**src/rtl/scan_pkg.sv**
```systemverilog
package scan_pkg;
    // Key report sequencing across scans
    typedef enum logic [1:0] {
        KS_IDLE = 2'd0,  // armed, no candidate
        KS_SEEN = 2'd1,  // armed, candidate from last scan
        KS_HELD = 2'd2   // reported, waiting for an empty scan
    } kscan_e;
endpackage

```
**src/rtl/scan_timer.sv**
```systemverilog
module scan_timer #(
    parameter int CLKS_PER_STATE   = 4,
    parameter int STATES_PER_DIGIT = 11,
    parameter int NUM_SLOTS        = 10,
    localparam int CW = (CLKS_PER_STATE > 1) ? $clog2(CLKS_PER_STATE) : 1,
    localparam int SW = $clog2(STATES_PER_DIGIT),
    localparam int DW = $clog2(NUM_SLOTS)
) (
    input  logic          clk,
    input  logic          rst,
    output logic [CW-1:0] cnt,
    output logic [SW-1:0] st,
    output logic [DW-1:0] slot,
    output logic          scan_end
);
    typedef struct packed {
        logic [CW-1:0] cnt;
        logic [SW-1:0] st;
        logic [DW-1:0] slot;
    } tmr_t;

    tmr_t r_d, r_q;
    logic state_end, digit_end;

    always_comb begin
        r_d       = r_q;
        state_end = (r_q.cnt == CW'(CLKS_PER_STATE - 1));
        digit_end = state_end && (r_q.st == SW'(STATES_PER_DIGIT - 1));
        scan_end  = digit_end && (r_q.slot == DW'(NUM_SLOTS - 1));
        if (!state_end) begin
            r_d.cnt = r_q.cnt + CW'(1);
        end else begin
            r_d.cnt = '0;
            if (!digit_end) begin
                r_d.st = r_q.st + SW'(1);
            end else begin
                r_d.st   = '0;
                r_d.slot = scan_end ? '0 : r_q.slot + DW'(1);
            end
        end
    end

    always_ff @(posedge clk) begin
        if (rst) r_q <= '0;
        else     r_q <= r_d;
    end

    assign cnt  = r_q.cnt;
    assign st   = r_q.st;
    assign slot = r_q.slot;


    state_hold_chk: assert property (@(posedge clk) disable iff (rst)
        (!$past(rst) && $past(cnt) != CW'(CLKS_PER_STATE - 1)) |-> $stable(st));

    slot_hold_chk: assert property (@(posedge clk) disable iff (rst)
        (!$past(rst) && $past(st) != SW'(STATES_PER_DIGIT - 1)) |-> $stable(slot));
endmodule

```
**src/rtl/key_sampler.sv**
```systemverilog
module key_sampler
    import scan_pkg::*;
#(
    parameter int ROW_W    = 4,
    parameter int NUM_COLS = 3,
    localparam int CLW = (NUM_COLS > 1) ? $clog2(NUM_COLS) : 1
) (
    input  logic             clk,
    input  logic             rst,
    input  logic             sample,
    input  logic [ROW_W-1:0] row,
    input  logic [NUM_COLS-1:0] cols,
    input  logic             scan_end,
    output logic             key_valid,
    output logic [ROW_W-1:0] key_row,
    output logic [CLW-1:0]   key_col
);
    typedef struct packed {
        kscan_e           phase;
        logic             hit;
        logic [ROW_W-1:0] hit_row;
        logic [CLW-1:0]   hit_col;
        logic [ROW_W-1:0] prev_row;
        logic [CLW-1:0]   prev_col;
        logic             valid;
        logic [ROW_W-1:0] out_row;
        logic [CLW-1:0]   out_col;
    } ks_t;

    ks_t k_d, k_q;
    logic [CLW-1:0] enc;
    logic           any;

    // lowest column index wins
    always_comb begin
        enc = '0;
        any = 1'b0;
        for (int i = NUM_COLS - 1; i >= 0; i--) begin
            if (cols[i]) begin
                enc = CLW'(i);
                any = 1'b1;
            end
        end
    end

    always_comb begin
        k_d       = k_q;
        k_d.valid = 1'b0;
        if (sample && any && !k_q.hit) begin
            k_d.hit     = 1'b1;
            k_d.hit_row = row;
            k_d.hit_col = enc;
        end
        if (scan_end) begin
            k_d.hit = 1'b0;
            if (!k_q.hit) begin
                k_d.phase = KS_IDLE;
            end else begin
                case (k_q.phase)
                    KS_IDLE: begin
                        k_d.phase    = KS_SEEN;
                        k_d.prev_row = k_q.hit_row;
                        k_d.prev_col = k_q.hit_col;
                    end
                    KS_SEEN: begin
                        if (k_q.prev_row == k_q.hit_row && k_q.prev_col == k_q.hit_col) begin
                            k_d.phase   = KS_HELD;
                            k_d.valid   = 1'b1;
                            k_d.out_row = k_q.hit_row;
                            k_d.out_col = k_q.hit_col;
                        end else begin
                            k_d.prev_row = k_q.hit_row;
                            k_d.prev_col = k_q.hit_col;
                        end
                    end
                    default: k_d.phase = KS_HELD;
                endcase
            end
        end
    end

    always_ff @(posedge clk) begin
        if (rst) k_q <= '0;
        else     k_q <= k_d;
    end

    assign key_valid = k_q.valid;
    assign key_row   = k_q.out_row;
    assign key_col   = k_q.out_col;


    pulse_width_chk: assert property (@(posedge clk) disable iff (rst)
        key_valid |=> !key_valid);

    code_hold_chk: assert property (@(posedge clk) disable iff (rst)
        (!$past(rst) && !key_valid) |-> ($stable(key_row) && $stable(key_col)));

    report_at_scan_chk: assert property (@(posedge clk) disable iff (rst)
        $rose(key_valid) |-> $past(scan_end));
endmodule

```
**src/rtl/mux_scanner.sv**
```systemverilog
module mux_scanner #(
    parameter int NUM_DIGITS       = 9,
    parameter int NUM_COLS         = 3,
    parameter int SEG_W            = 8,
    parameter int CLKS_PER_STATE   = 4,
    parameter int STATES_PER_DIGIT = 11,
    parameter int SAMPLE_STATE     = 5,
    localparam int NUM_SLOTS = NUM_DIGITS + 1,
    localparam int IW  = $clog2(NUM_DIGITS + 1),
    localparam int CLW = (NUM_COLS > 1) ? $clog2(NUM_COLS) : 1
) (
    input  logic                  clk,
    input  logic                  rst,
    input  logic [SEG_W-1:0]      seg_in,
    input  logic [NUM_COLS-1:0]   col_in,
    output logic [NUM_DIGITS-1:0] digit_strobe,
    output logic [SEG_W-1:0]      seg_out,
    output logic [IW-1:0]         digit_idx,
    output logic                  key_valid,
    output logic [IW-1:0]         key_row,
    output logic [CLW-1:0]        key_col
);
    localparam int CW = (CLKS_PER_STATE > 1) ? $clog2(CLKS_PER_STATE) : 1;
    localparam int SW = $clog2(STATES_PER_DIGIT);
    localparam int DW = $clog2(NUM_SLOTS);

    logic [CW-1:0] cnt_w;
    logic [SW-1:0] st_w;
    logic [DW-1:0] slot_w;
    logic          scan_end_w;
    logic          dead, blank, sample;

    scan_timer #(
        .CLKS_PER_STATE  (CLKS_PER_STATE),
        .STATES_PER_DIGIT(STATES_PER_DIGIT),
        .NUM_SLOTS       (NUM_SLOTS)
    ) u_timer (
        .clk     (clk),
        .rst     (rst),
        .cnt     (cnt_w),
        .st      (st_w),
        .slot    (slot_w),
        .scan_end(scan_end_w)
    );

    always_comb begin
        dead      = (slot_w == DW'(NUM_DIGITS));
        blank     = dead || (st_w == '0) || (st_w == SW'(STATES_PER_DIGIT - 1));
        sample    = !dead && (st_w == SW'(SAMPLE_STATE)) && (cnt_w == '0);
        digit_idx = dead ? '0 : IW'(NUM_DIGITS) - IW'(slot_w);
        seg_out   = blank ? '0 : seg_in;
    end

    for (genvar g = 0; g < NUM_DIGITS; g++) begin : g_strobe
        assign digit_strobe[g] = !blank && (slot_w == DW'(NUM_DIGITS - 1 - g));
    end

    key_sampler #(
        .ROW_W   (IW),
        .NUM_COLS(NUM_COLS)
    ) u_keys (
        .clk      (clk),
        .rst      (rst),
        .sample   (sample),
        .row      (digit_idx),
        .cols     (col_in),
        .scan_end (scan_end_w),
        .key_valid(key_valid),
        .key_row  (key_row),
        .key_col  (key_col)
    );


    one_strobe_chk: assert property (@(posedge clk) disable iff (rst)
        $onehot0(digit_strobe));

    strobe_rise_chk: assert property (@(posedge clk) disable iff (rst)
        (!$past(rst) && $rose(|digit_strobe)) |->
            ($past(st_w) == '0 && $past(cnt_w) == CW'(CLKS_PER_STATE - 1)));

    strobe_fall_chk: assert property (@(posedge clk) disable iff (rst)
        (!$past(rst) && $fell(|digit_strobe)) |->
            (st_w == SW'(STATES_PER_DIGIT - 1) && cnt_w == '0));

    digit_order_chk: assert property (@(posedge clk) disable iff (rst)
        (!$past(rst) && digit_idx != $past(digit_idx)) |->
            (digit_idx == $past(digit_idx) - IW'(1) ||
             ($past(digit_idx) == '0 && digit_idx == IW'(NUM_DIGITS))));

    dead_dark_chk: assert property (@(posedge clk) disable iff (rst)
        (digit_idx == '0) |-> (digit_strobe == '0 && seg_out == '0));
endmodule

```
**config.mk**
```make
export PLATFORM = sky130hd
export DESIGN_NAME = mux_scanner
export DESIGN_NICKNAME = d
export VERILOG_FILES = /design/src/rtl/scan_pkg.sv /design/src/rtl/scan_timer.sv /design/src/rtl/key_sampler.sv /design/src/rtl/mux_scanner.sv
export SDC_FILE = /design/constraint.sdc
export NUM_CORES = 1
export LEC_CHECK = 0
export CAP_MARGIN = 20
export CORE_MARGIN = 1
export CORE_UTILIZATION = 35
export DETAILED_ROUTE_END_ITERATION = 10
export DONT_BUFFER_PORTS = 1
export SLEW_MARGIN = 10
export SYNTH_ARGS = -nofsm -noshare
export SYNTH_HDL_FRONTEND = slang
export SYNTH_SLANG_ARGS = --single-unit
export TNS_END_PERCENT = 1
```
**constraint.sdc**
```tcl
create_clock -name clk -period 2 [get_ports clk]
set_input_delay 0.5 -clock clk [delete_from_list [all_inputs] [get_ports clk]]
set_output_delay 0.5 -clock clk [all_outputs]
set_load 0.01 [all_outputs]
```
==> flow_summary.ini <==
[grt]
grt_pass1_wl_um = 5900
grt_use_total_pct = 14.4
grt_pass1_vias = 1295
grt_max_degree = 17
antenna_found_initial = 0
grt_overflow = 0

[worst_setup_path]
critPathRequiredTime_ns = 1.50
path_max_fanout = 4
r2r_start = u_timer.slot[2]
worstPathArrival_ns = 1.65
reg2reg_slack_ns = 0.16
end_kind = primary output
path_class = reg2out
r2r_cells = 7
startpoint_type = flop
r2r_end = u_keys.key_row[1]

[clocking]
clk-insertion-delay-late_ns = 0.28
clkTransAtPathRegs_ns = 0.07
clockRootBuffer = clkbuf_8
cts-htree-levels = 2
cts_buffer_depth = 2
cts_tree = built
cts_made_buffers = 5
cts_sinks = 32
post_cts_buffers = 0
cts_hold_buf = 0

[hold_path]
holdPathEnd = u_timer.slot[0]
min_path_cells = 1
min_path_type = in2reg
hold_path_startpoint = rst

[placement]
preCtsSetupSlack_ns = 0.0765
hpwl_um = 2670
place.gp.congestion = 0.750
io_buffers = 0

[floorplanning]
die_width_um = 72.9
dieArea_um2 = 5310
core_um2 = 4790
start_util_pct = 36.7
core.rowCount = 25
io_pins = 41
die_h_um = 72.9

[yosys]
avgSynthCellArea_um2 = 8.97
synth-seq-area-share_pct = 36.4
synth_edf_count = 0
synth_flop_cell = dfxtp_1
synthDistinctLibCells = 39
ys_warn_count = 0
synth.ff_latch_count = 32
yosysTopAreaCell = dfxtp_1
yosys.area.top_type_share_pct = 36.4
ys_top_cells_by_area = dfxtp_1 36%, ha_1 8.5%, mux2i_1 6.8%
netlist_instances = 196
synth_nets = 221
syn_area_um2 = 1760
synthArstFlopShare_pct = 0

[routing]
remaining_drc_errors = 0
first_iter_violations = 70
drt-wirelength-per-cell_um = 12.9
dr.pass1.iters = 4
vias = 1345
ant_nets = 0
vias_per_cell = 4.93
wl_um = 3520

[sta]
finalSetupViolations = 17
slew_viol_final = 0
fin_skew_ns = 0.00909
finalCritPeriodShare_pct = 107
rsz0062_at_grt = true
setup_tns_ns = -1.43
period_minus_slack_ns = 2.15
worst_slack_ns = -0.146
max_slew.worst_pin.slew_ns = 0.460
hold_slack_ns = 0.279
slew_headroom_pct = 69.4
final-hold-violation-count = 0
fmax_ghz = 0.466

[power_and_ir_drop]
peakVddDrop_uv = 363
p_leak_nw = 0.819
pwr_density_cell_nw_per_um2 = 591

[layout]
num_antenna_cells = 0
syn_to_final_growth_pct = 15.3
fin_nets = 230
final_layout_size_suffix_gt1_share_pct = 22.8
utilization_pct = 42.4

[outcome]
violations = setup timing
outcome = finished with violations

[run]
drv_cap = 0
## metrics by stage
stage	area, um^2	total power [mW]	cells
after floorplan	1760	0.714	196
after global placement	1870	0.727	265
after detailed placement	1870	0.730	265
after CTS	1980	1.21	273
after global routing	2030	1.25	273
final	2030	1.20	273
## where the power goes
| part | leakage [nW] | switching [mW] | internal, mW |
|---|---|---|---|
| logic | 0.512 | 0.0421 | 0.0294 |
| registers | 0.259 | 0.00375 | 0.644 |
| clock network | 0.0479 | 0.237 | 0.242 |
## layout by cell type (no fill, tap or decap), types with 2 or more instances in the layout
cell type,instances
dfxtp_1,31
nand2_1,20
buf_4,17
inv_1,14
mux2i_1,12
nor2_1,12
ha_1,12
and2_1,8
xnor2_1,7
nor4_1,7
nor2_2,6
a21oi_1,6
a31o_1,6
clkbuf_8,5
xor2_1,3
and3_1,3
nand3_1,3
and4_1,2
nor4_2,2
nor4_4,2
nand4_1,2
nor3_1,2
clkinv_2,2
## cell type report
| type | instances | area, um^2 |
|---|---|---|
| fill | 492 | 2760 |
| multi-input combinational | 135 | 1030 |
| sequential | 32 | 642 |
| timing repair buffer | 17 | 128 |
| tap | 67 | 83.8 |
| clock buffer | 5 | 68.8 |
| inverter | 14 | 52.6 |
| clock inverter | 3 | 18.8 |
## worst max path at each step
stage | cells after the start | endpoint | from | slack [ns]
2_1_floorplan | 6 | digit_strobe[0] | u_timer.slot[1] | 0.02
3_3_place_gp | 6 | digit_strobe[4] | u_timer.st[1] | 0.11
3_5_place_dp | 6 | digit_strobe[4] | u_timer.st[1] | 0.08
4_1_cts | 6 | digit_strobe[4] | u_timer.st[0] | -0.15
5_1_grt | 6 | digit_strobe[4] | u_timer.st[0] | -0.26
6_report | 6 | digit_strobe[4] | u_timer.st[0] | -0.15
## critical path, stage by stage, from the launching register on
cell and delay [ns]:
dfxtp_1 0.33, inv_1 0.06, ha_1 0.20, mux2i_1 0.16, nor2_2 0.09, or3_4 0.38
nor2_2 0.15
## flip-flops by register name (all words and copies together) (netlist names)
| register | flops |
|---|---|
| u_keys.k_q | 15 |
| u_keys.key_col | 2 |
| u_timer.slot | 4 |
| u_keys.key_valid | 1 |
| u_keys.key_row | 4 |
| u_timer.cnt | 2 |
| u_timer.st | 4 |
## Yosys cell counts, types with 3 or more instances
cell and number:
dfxtp_1 32, nand2_1 20, nor2_1 19, inv_1 14
ha_1 12, mux2i_1 12, nor4_1 11, and2_1 8
buf_4 8, xnor2_1 7, a21oi_1 6, a31o_1 6
clkbuf_1 5, and3_1 3, nand3_1 3, xor2_1 3
## kinds of logic (layout without fill, tap and decap cells)
group,Yosys count,count (layout),synth area share (%)
adder cells (fa/ha/maj),12,12,8.54
XOR/XNOR,10,10,4.98
AND/OR/NAND/NOR,80,80,25.2
AO/OA/AOI/OAI,21,21,9.25
multiplexers,12,12,6.83
flip-flops,32,32,36.4
buffers and inverters,29,39,8.75
## per-layer routing
| layer | GRT usage [%] | vias to the layer above | part of all wire, % |
|---|---|---|---|
| met5 | 0 | - | 0 |
| met4 | 5.88 | 0 | 1.4 |
| met3 | 4.28 | 7 | 4.4 |
| met2 | 22.8 | 18 | 47 |
| met1 | 18.2 | 628 | 47 |
| li1 | - | 692 | - |
## what timing repair did
item                       CTS  global route
setup endpoints to repair   18            18
pin swaps                    1             0
resized for setup            8             7
(Power assumes the default switching activity.)
